<file path="config.mk">
export PLATFORM = sky130hd
export DESIGN_NAME = lmsu_weight_update
export DESIGN_NICKNAME = d
export VERILOG_FILES = /design/src/rtl/lmsu_pkg.sv /design/src/rtl/lmsu_err_share.sv /design/src/rtl/lmsu_ppg.sv /design/src/rtl/lmsu_tap.sv /design/src/rtl/lmsu_weight_update.sv
export SDC_FILE = /design/constraint.sdc
export NUM_CORES = 1
export LEC_CHECK = 0
export ABC_AREA = 1
export ABC_CLOCK_PERIOD_IN_PS = 4700
export BUFFER_PORTS_ARGS = -buffer_cell sky130_fd_sc_hd__buf_2
export CAP_MARGIN = 20
export CORE_AREA = 8 8 213 418
export DETAILED_ROUTE_END_ITERATION = 12
export DIE_AREA = 0 0 221 426
export GPL_TIMING_DRIVEN = 0
export HOLD_SLACK_MARGIN = 0.02
export PLACE_DENSITY = 0.54
export SYNTH_ARGS = -nofsm -noshare
export SYNTH_HDL_FRONTEND = slang
export SYNTH_SLANG_ARGS = --single-unit
export TNS_END_PERCENT = 5
</file>
<file path="constraint.sdc">
create_clock -name clk -period 4.7 [get_ports clk]
set_input_delay 0.47 -clock clk [delete_from_list [all_inputs] [get_ports clk]]
set_output_delay 0.47 -clock clk [all_outputs]
set_load 0.01 [all_outputs]
</file>
<file path="src/rtl/lmsu_pkg.sv">
package lmsu_pkg;

    // Multiple of the scaled error selected by one two-bit digit of a sample
    typedef enum logic [2:0] {
        SEL_ZERO,
        SEL_ONE,
        SEL_TWO,
        SEL_THREE,
        SEL_NEG_ONE,
        SEL_NEG_TWO
    } pp_sel_e;

    // Digits below the top one are unsigned 0..3; the top digit carries the sign
    function automatic pp_sel_e decode_digit(input logic [1:0] dig, input logic is_top);
        pp_sel_e sel;
        unique case (dig)
            2'b00:   sel = SEL_ZERO;
            2'b01:   sel = SEL_ONE;
            2'b10:   sel = is_top ? SEL_NEG_TWO : SEL_TWO;
            default: sel = is_top ? SEL_NEG_ONE : SEL_THREE;
        endcase
        return sel;
    endfunction

    // Right shift that aligns the error-by-sample product with the weight format
    function automatic int align_shift(input int l, input int li, input int mu, input int lg);
        return l - 2 * li + mu - lg;
    endfunction

endpackage

</file>
<file path="src/rtl/lmsu_err_share.sv">
module lmsu_err_share #(
    parameter int W = 16
) (
    input  logic [W-1:0]   err,
    output logic [W+1:0]   m_p1,
    output logic [W+1:0]   m_p2,
    output logic [W+1:0]   m_p3,
    output logic [W+1:0]   m_n1,
    output logic [W+1:0]   m_n2
);
    localparam int MW = W + 2;

    logic signed [MW-1:0] e_ext;

    always_comb begin
        e_ext = MW'($signed(err));
        m_p1  = e_ext;
        m_p2  = e_ext <<< 1;
        m_p3  = e_ext + (e_ext <<< 1);
        m_n1  = -e_ext;
        m_n2  = -(e_ext <<< 1);
    end

endmodule

</file>
<file path="src/rtl/lmsu_ppg.sv">
module lmsu_ppg
    import lmsu_pkg::*;
#(
    parameter int W = 16,
    parameter int L = 8
) (
    input  logic [L-1:0]           x,
    input  logic [W+1:0]           m_p1,
    input  logic [W+1:0]           m_p2,
    input  logic [W+1:0]           m_p3,
    input  logic [W+1:0]           m_n1,
    input  logic [W+1:0]           m_n2,
    output logic [(L/2)*(W+2)-1:0] pp_flat
);
    localparam int MW = W + 2;
    localparam int D  = L / 2;

    for (genvar g = 0; g < D; g++) begin : g_digit
        localparam bit IS_TOP = (g == D - 1);
        pp_sel_e sel;
        always_comb begin
            sel = decode_digit(x[2*g +: 2], IS_TOP);
            pp_flat[g*MW +: MW] = ({MW{sel == SEL_ONE}}     & m_p1)
                                | ({MW{sel == SEL_TWO}}     & m_p2)
                                | ({MW{sel == SEL_THREE}}   & m_p3)
                                | ({MW{sel == SEL_NEG_ONE}} & m_n1)
                                | ({MW{sel == SEL_NEG_TWO}} & m_n2);
        end
    end

endmodule

</file>
<file path="src/rtl/lmsu_tap.sv">
module lmsu_tap #(
    parameter int W       = 16,
    parameter int L       = 8,
    parameter int SHIFT_R = 6
) (
    input  logic         clk,
    input  logic         rst,
    input  logic         upd_en,
    input  logic [L-1:0] x_a,
    input  logic [W+1:0] m_p1,
    input  logic [W+1:0] m_p2,
    input  logic [W+1:0] m_p3,
    input  logic [W+1:0] m_n1,
    input  logic [W+1:0] m_n2,
    output logic [W-1:0] w_q
);
    localparam int MW = W + 2;
    localparam int D  = L / 2;
    localparam int P  = D / 2;
    localparam int PW = W + L;
    localparam int AW = PW + W;

    logic [D*MW-1:0]      pp_flat;
    logic signed [PW-1:0] psum_n [P];
    logic signed [PW-1:0] psum_q [P];
    logic signed [PW-1:0] prod;
    logic [AW-1:0]        prod_ext;
    logic [W-1:0]         inc;
    logic                 psum_any;

    lmsu_ppg #(.W(W), .L(L)) u_ppg (
        .x       (x_a),
        .m_p1    (m_p1),
        .m_p2    (m_p2),
        .m_p3    (m_p3),
        .m_n1    (m_n1),
        .m_n2    (m_n2),
        .pp_flat (pp_flat)
    );

    // First shift-add level: pairs of neighbouring digits
    always_comb begin
        for (int j = 0; j < P; j++) begin
            logic signed [PW-1:0] lo;
            logic signed [PW-1:0] hi;
            lo = PW'($signed(pp_flat[(2*j)*MW +: MW]));
            hi = PW'($signed(pp_flat[(2*j+1)*MW +: MW]));
            psum_n[j] = lo + (hi <<< 2);
        end
    end

    // Pipeline register inside the shift-add tree
    always_ff @(posedge clk) begin
        for (int j = 0; j < P; j++) begin
            if (rst) psum_q[j] <= '0;
            else     psum_q[j] <= psum_n[j];
        end
    end

    // Remaining levels, alignment and truncation at both ends
    always_comb begin
        prod = '0;
        for (int j = 0; j < P; j++) begin
            prod = prod + (psum_q[j] <<< (4 * j));
        end
        prod_ext = {{W{prod[PW-1]}}, prod};
        inc      = prod_ext[SHIFT_R +: W];
    end

    always_ff @(posedge clk) begin
        if (rst)         w_q <= '0;
        else if (upd_en) w_q <= w_q + inc;
    end

    always_comb begin
        psum_any = 1'b0;
        for (int j = 0; j < P; j++) psum_any = psum_any | (|psum_q[j]);
    end

    AST_ZERO_SAMPLE: assert property (@(posedge clk) disable iff (rst)
        (x_a == '0) |=> !psum_any) else $error("zero sample left a partial sum");

endmodule

</file>
<file path="src/rtl/lmsu_weight_update.sv">
module lmsu_weight_update
    import lmsu_pkg::*;
#(
    parameter int N        = 4,
    parameter int L        = 8,
    parameter int LI       = 2,
    parameter int W        = 16,
    parameter int WI       = 0,
    parameter int MU_SHIFT = LI + $clog2(N)
) (
    input  logic           clk,
    input  logic           rst,
    input  logic           in_valid,
    input  logic [W-1:0]   err_in,
    input  logic [N*L-1:0] x_in,
    output logic [N*W-1:0] w_out
);
    localparam int LOG2N   = $clog2(N);
    localparam int SHIFT_R = align_shift(L, LI, MU_SHIFT, LOG2N);

    if ((L % 4) != 0 || (1 << LOG2N) != N || MU_SHIFT > WI + LI + LOG2N
        || SHIFT_R < 0 || SHIFT_R > L + W) begin : g_cfg_bad
        $error("lmsu_weight_update: unsupported step shift or word sizes");
    end

    // Input register stage (delays samples and error together)
    logic [N*L-1:0] x_a;
    logic [W-1:0]   e_a;
    logic           vld_a;
    logic           vld_b;

    always_ff @(posedge clk) begin
        if (rst) begin
            x_a   <= '0;
            e_a   <= '0;
            vld_a <= 1'b0;
            vld_b <= 1'b0;
        end else begin
            x_a   <= x_in;
            e_a   <= err_in;
            vld_a <= in_valid;
            vld_b <= vld_a;
        end
    end

    logic [W+1:0] m_p1, m_p2, m_p3, m_n1, m_n2;

    lmsu_err_share #(.W(W)) u_share (
        .err  (e_a),
        .m_p1 (m_p1),
        .m_p2 (m_p2),
        .m_p3 (m_p3),
        .m_n1 (m_n1),
        .m_n2 (m_n2)
    );

    for (genvar i = 0; i < N; i++) begin : g_tap
        lmsu_tap #(.W(W), .L(L), .SHIFT_R(SHIFT_R)) u_tap (
            .clk    (clk),
            .rst    (rst),
            .upd_en (vld_b),
            .x_a    (x_a[i*L +: L]),
            .m_p1   (m_p1),
            .m_p2   (m_p2),
            .m_p3   (m_p3),
            .m_n1   (m_n1),
            .m_n2   (m_n2),
            .w_q    (w_out[i*W +: W])
        );
    end

    AST_RESET_CLEAR: assert property (@(posedge clk)
        rst |=> (w_out == '0)) else $error("weights not cleared by reset");

    AST_HOLD_IDLE: assert property (@(posedge clk) disable iff (rst)
        !vld_b |=> $stable(w_out)) else $error("weights moved without update");

    AST_VALID_LATENCY: assert property (@(posedge clk) disable iff (rst)
        (!$past(rst) && !$past(rst, 2)) |-> (vld_b == $past(in_valid, 2)))
        else $error("update qualifier misaligned");

endmodule

</file>
==> impl_metrics.py, run 1 <==
metrics = {
    "setup_path": {
        "worstPathMaxFanout": 11,
        "slowest_stage": "ha_1",
        "cp.arrival_ns": 5.07,
        "required_ns": 5.22,
        "critPathKind": "reg -> reg",
        "crit_chain": "clkinvlp_4, clkbuf_2, ha_1, inv_1, o21bai_1, a21oi_1, nand3_1, or2_2, buf_2, nand3_1, o221ai_1, ha_1, nand2_1, nor4_2, nand3_1, nand3_1, o21ai_0, a21oi_1",
        "cp-end-kind": "flip-flop",
        "start_kind": "flip-flop",
        "slowest_delay_ns": 0.50,
        "crit_path_frequent_cell": "nand3_1",
    },
    "floorplan": {
        "rows": 150,
        "start_util_pct": 29.7,
        "core_sq_mm": 0.0835,
        "floorplan.die_area_sq_mm": 0.0941,
        "die_x_microns": 221,
        "pin_count": 115,
        "dieHeight_microns": 426,
    },
    "logic_synthesis": {
        "ys_ff_latch": 254,
        "synth_edf_count": 0,
        "yosys-top-cells-area": "dfxtp_1 (21%), ha_1 (14%), nand2_1 (12%), a21oi_1 (7.4%), inv_1 (7.4%)",
        "netlist_instances": 3851,
        "syn_avg_cell_area_sq_um": 6.43,
        "synth_top_area_share_pct": 20.5,
        "synth_nets": 4192,
        "yosysTopAreaCell": "dfxtp_1",
        "async_reset_ff_share_pct": 0,
        "synth_area_sq_mm": 0.0248,
        "ys_types": 51,
        "synth-seq-area-share_pct": 20.5,
        "ys.flop_type": "dfxtp_1",
        "yosys_warnings": 0,
    },
    "grt": {
        "antenna_found_initial": 2,
        "grt_pass1_wl_microns": 167000,
        "grt_max_degree": 16,
        "grt_pass1_vias": 26600,
        "overflow": 0,
        "grt_usage_pct": 23.5,
    },
    "flow_run": {
        "drv_cap": 0,
    },
    "sta": {
        "finalCritPeriodShare_pct": 96.8,
        "slew_headroom_pct": 17.6,
        "finalMaxSlewViolations": 0,
        "setup-tns-final_ns": 0,
        "hold_viol_final": 0,
        "timing.fmax_mhz": 220,
        "fin_worst_skew_ns": 0.0119,
        "rsz0062_at_grt": "yes",
        "layout_min_cycle_time_ns": 4.55,
        "tightest_slew_ns": 1.24,
        "setup_viol": 0,
    },
    "clock_network": {
        "path_clk_slew_ns": 0.06,
        "h-tree-depth": 1,
        "root_buffer": "clkbuf_16",
        "cts_made_buffers": 27,
        "tritoncts": "done",
        "clock_sinks": 254,
        "clockBufferDepth": 3,
        "clock_latency_ns": 0.59,
    },
    "finish": {
        "num-fill-cells": 9178,
        "multi_input_area_sq_mm": 0.0174,
        "seq_area_sq_mm": 0.00510,
        "fin_cells": 5092,
        "final_util_pct": 33.7,
        "drive_gt1_share_pct": 7.83,
        "final_cell_mix": "nand2_1 (794), inv_1 (481), nor2_1 (422)",
        "nets": 4349,
        "final_common_cell": "nand2_1",
        "area_growth_pct": 13.6,
    },
    "power_and_ir_drop": {
        "leakagePower_nw": 14.2,
        "p_per_area_mw_per_mm2": 255,
        "irDropWorstVdd_mv": 0.219,
    },
    "routing": {
        "wl_per_cell_microns": 22.4,
        "via_per_inst": 5.34,
        "final_antenna_net_count": 0,
        "drt_iter0_markers": 2160,
        "drt-pass1-iter-count": 7,
        "dr_total_vias": 27200,
        "remaining_drc_errors": 0,
        "wl_microns": 114000,
    },
    "min_path": {
        "min_path_type": "in -> reg",
    },
    "placed_design": {
        "place_hpwl_microns": 93300,
        "dpl.cell_count": 5033,
        "gp_congestion": 1.00,
        "port_buffers": 113,
    },
    "status": {
        "status": "completed",
    },
}
report_power, final:
group          leakage [nW]  switching (mW)  internal, mW  total, mW
Combinational          11.6            1.73         0.796       2.53
Clock                 0.442           0.993          1.23       2.23
Sequential             2.09           0.110          2.31       2.42
state kept, by name, summed over array words and instances (netlist names):
register	flops
g_tap.u_tap.w_q	64
g_tap.u_tap.psum_q	140
vld_a	1
x_a	32
vld_b	1
e_a	16
metrics by stage:
step                      setup WS, ns  cell area (sq um)  power, mW  hold slack, ns
after global placement           -2.11              26700       4.87           0.397
after floorplan                   1.05              24800       4.00           0.388
after detailed placement         -1.44              26800       4.87           0.402
final                            0.152              28200       7.17          0.0718
after global routing           -0.0202              28100       7.57          0.0522
after CTS                     -0.00720              27900       7.18          0.0379
critical path: cells and delay by family, from the launching register on:
family | cells | cell delay [ns]
flip-flops | 1 | 0.46
adder cells (fa/ha/maj) | 2 | 0.94
AND/OR/NAND/NOR | 7 | 1.48
AO/OA/AOI/OAI | 5 | 0.69
buffers and inverters | 4 | 0.89
cell usage after synthesis (all sizes together) (5+ instances only):
cell type / instances
xnor2: 29
and2: 5
clkbuf: 109
clkinv: 14
inv: 500
nand3: 191
a31oi: 23
a22oi: 12
fa: 9
dfxtp: 254
ha: 281
buf: 19
o21a: 25
a21oi: 370
o21bai: 74
o211ai: 12
nor3: 22
xor2: 89
o221ai: 155
nand4: 23
nor2: 426
nand2: 815
a211oi: 5
o21ai: 263
a21boi: 9
o22ai: 56
a21o: 30
nor4: 16
routing by layer:
metal | part of all wire, % | track usage (%)
met1 | 36 | 23.4
met2 | 49 | 42.6
met3 | 4.6 | 3.47
met4 | 9.7 | 19.8
met5 | 0 | 0
worst paths after layout:
kind	from	end	slack, ns	cells past startpoint
max	e_a[11]	g_tap[2].u_tap.psum_q[0][19]	0.15	18
min	err_in[8]	e_a[8]	0.07	3
max reg2reg	e_a[11]	g_tap[2].u_tap.psum_q[0][19]	0.15	18
min reg2reg	vld_a	vld_b	0.41	2
final cells by class:
class                           instances  area share, %
Clock inverter                         15          0.582
Inverter                              514           7.07
Clock buffer                           31           2.60
Tap cell                             1064           4.73
Timing Repair Buffer                  137           2.88
Buffer                                119           2.00
Multi-Input combinational cell       2955           62.0
Sequential cell                       254           18.1
Antenna cell                            3         0.0267
kinds of logic (layout without fill, tap and decap cells):
logic type	after synthesis	after routing	synth area share, %
AOI/OAI and AO/OA	1045	1045	25.9
xor gates and xnor gates	118	118	4.17
adders and majority gates	290	290	14.9
buffers and inverters	642	816	9.82
DFF	254	254	20.5
other	0	3	0
and+or+nand+nor	1502	1502	24.7
timing repair:
item / CTS / global route
setup endpoints to repair: 126 / 60
setup buffers: 9 / 9
hold buffers: 0 / 0
pin swaps: 1 / 5
gates resized for setup: 80 / 43
cloned: 0 / 0
No activity file was read; power rests on OpenSTA's default activity.
==> run 2, diff against run 1 <==
--- a/config.mk
+++ b/config.mk
@@ -14,7 +14,7 @@
 export DIE_AREA = 0 0 221 426
 export GPL_TIMING_DRIVEN = 0
 export HOLD_SLACK_MARGIN = 0.02
-export PLACE_DENSITY = 0.54
+export PLACE_DENSITY_LB_ADDON = 0.1
 export SYNTH_ARGS = -nofsm -noshare
 export SYNTH_HDL_FRONTEND = slang
 export SYNTH_SLANG_ARGS = --single-unit
==> impl_metrics.py, run 2 (same netlist as run 1, synthesis figures left out) <==
metrics = {
    "grt": {
        "overflow": 0,
        "grt_usage_pct": 24.4,
        "use_met3_pct": 2.86,
        "grt_util_met1_pct": 25.3,
        "grt_pass1_vias": 26800,
        "grt_max_degree": 18,
        "busiest_layer": "met2",
        "use_met2_pct": 45.1,
        "grt_pass1_wl_microns": 173000,
        "antenna_found_initial": 1,
    },
    "floorplan": {
        "rows": 150,
        "core_sq_mm": 0.0835,
        "die_x_microns": 221,
        "dieHeight_microns": 426,
        "start_util_pct": 29.7,
        "floorplan.die_area_sq_mm": 0.0941,
        "pin_count": 115,
    },
    "setup_path": {
        "rrSetupSlack_ns": 0.05,
        "cp.arrival_ns": 5.16,
        "start_kind": "flip-flop",
        "cp-end-kind": "flip-flop",
        "slowest_delay_ns": 0.70,
        "worstPathMaxFanout": 11,
        "required_ns": 5.21,
        "critPathKind": "reg -> reg",
        "slowest_stage": "inv_1",
        "crit_chain": "inv_1, clkbuf_2, ha_1, a21oi_1, nand2_1, xor2_4, buf_12, buf_6, o21bai_1, ha_1, nand2_1, nor4_1, o21ai_0, nand3_1, o21ai_0, a21oi_2",
    },
    "sta": {
        "layout_min_cycle_time_ns": 4.65,
        "finalCritPeriodShare_pct": 98.8,
        "rsz0062_at_grt": "yes",
        "finalMaxSlewViolations": 0,
        "hold_viol_final": 0,
        "setup-tns-final_ns": 0,
        "fin_worst_skew_ns": 0.0239,
        "slew_headroom_pct": 15.7,
        "timing.fmax_mhz": 215,
        "setup_viol": 0,
        "worst_slack_ns": 0.0543,
        "tightest_slew_ns": 1.27,
    },
    "routing": {
        "dr_total_vias": 27100,
        "drt-pass1-iter-count": 6,
        "wl_per_cell_microns": 23.2,
        "via_per_inst": 5.31,
        "remaining_drc_errors": 0,
        "wl_microns": 118000,
        "drt_iter0_markers": 1849,
        "final_antenna_net_count": 0,
    },
    "finish": {
        "nets": 4351,
        "top_register": "g_tap.u_tap.psum_q",
        "seq_area_sq_mm": 0.00511,
        "drive_gt1_share_pct": 7.87,
        "largest_reg_flops": 140,
        "reg_top3": "g_tap.u_tap.psum_q: 140 flops, g_tap.u_tap.w_q: 64 flops, x_a: 32 flops",
        "final_common_cell": "nand2_1",
        "final_util_pct": 33.7,
        "multi_input_area_sq_mm": 0.0174,
        "n_antenna_cell": 0,
        "num-fill-cells": 9323,
        "area_growth_pct": 13.5,
        "final_cell_mix": "nand2_1 (795), inv_1 (482), nor2_1 (421)",
    },
    "clock_network": {
        "clock_latency_ns": 0.61,
        "cts_made_buffers": 26,
        "h-tree-depth": 1,
        "tritoncts": "done",
        "root_buffer": "clkbuf_16",
        "clock_sinks": 254,
        "cts_hold_buf": 0,
        "path_clk_slew_ns": 0.07,
        "clockBufferDepth": 3,
    },
    "power_and_ir_drop": {
        "combinationalPowerShare_pct": 35.2,
        "leakagePower_nw": 14.2,
        "internal-power_mw": 4.33,
        "p_clk_share_pct": 31.6,
        "pwr-share-seq_pct": 33.2,
        "p_sw_mw": 2.95,
        "swShare_pct": 40.5,
        "irDropWorstVdd_mv": 0.302,
        "p_per_area_mw_per_mm2": 259,
    },
    "min_path": {
        "min_path_type": "in -> reg",
    },
    "flow_run": {
        "drv_cap": 0,
    },
    "placed_design": {
        "pre_cts_slack_ns": -1.78,
        "place_hpwl_microns": 95600,
        "gp_congestion": 1.00,
        "port_buffers": 113,
    },
    "status": {
        "status": "completed",
    },
}
[run 2: power by group through the flow]
stage	Sequential, mW	Combinational (mW)	Clock (mW)
2_1_floorplan	2.43	1.57	0
3_3_place_gp	2.46	2.44	0
3_5_place_dp	2.46	2.44	0
4_1_cts	2.42	2.50	2.38
5_1_grt	2.43	2.80	2.44
6_report	2.41	2.56	2.30
[run 2: final cells by class]
| cell class | count | area share, % |
|---|---|---|
| buffer | 120 | 2.05 |
| clock buffer | 30 | 2.51 |
| clock inverter | 18 | 0.712 |
| inverter | 514 | 7.05 |
| multi-input combinational | 2955 | 61.9 |
| sequential | 254 | 18.2 |
| tap | 1064 | 4.73 |
| timing repair buffer | 139 | 2.84 |
[run 2: what timing repair did]
action	4_1_cts	5_1_grt
endpoints found under the setup margin	129	53
buffers inserted	9	8
pin swaps	1	4
gates resized for setup	81	36
[run 2: worst max-delay path: cells and delay by family (launching register included)]
family / cells / cell delay (ns)
buffers and inverters: 4 / 1.61
AO/OA/AOI/OAI: 5 / 0.80
flip-flops: 1 / 0.36
adder cells (fa/ha/maj): 2 / 0.79
XOR/XNOR: 1 / 0.22
AND/OR/NAND/NOR: 4 / 0.76
[run 2: routing by layer]
| metal | vias up | wire (microns) |
|---|---|---|
| met5 | - | 0 |
| met3 | 347 | 5480 |
| met4 | 0 | 10600 |
| met2 | 904 | 58800 |
| met1 | 12400 | 43400 |
| li1 | 13400 | - |
[run 2: final timing paths]
check                  start  depth (start not counted)                           end
setup / recovery     e_a[13]                         16  g_tap[0].u_tap.psum_q[1][15]
hold / removal    err_in[10]                          3                       e_a[10]
setup reg to reg     e_a[13]                         16  g_tap[0].u_tap.psum_q[1][15]
hold reg to reg        vld_a                          2                         vld_b
[run 2: through the flow]
step,instances,hold WS [ns],instance area (sq um),power [mW]
2_1_floorplan,3851,0.388,24800,4.00
3_5_place_dp,5033,0.398,26700,4.91
6_report,5094,0.0604,28100,7.27
3_3_place_gp,5028,0.393,26700,4.91
4_1_cts,5083,0.0318,27900,7.29
5_1_grt,5094,0.0526,28100,7.67
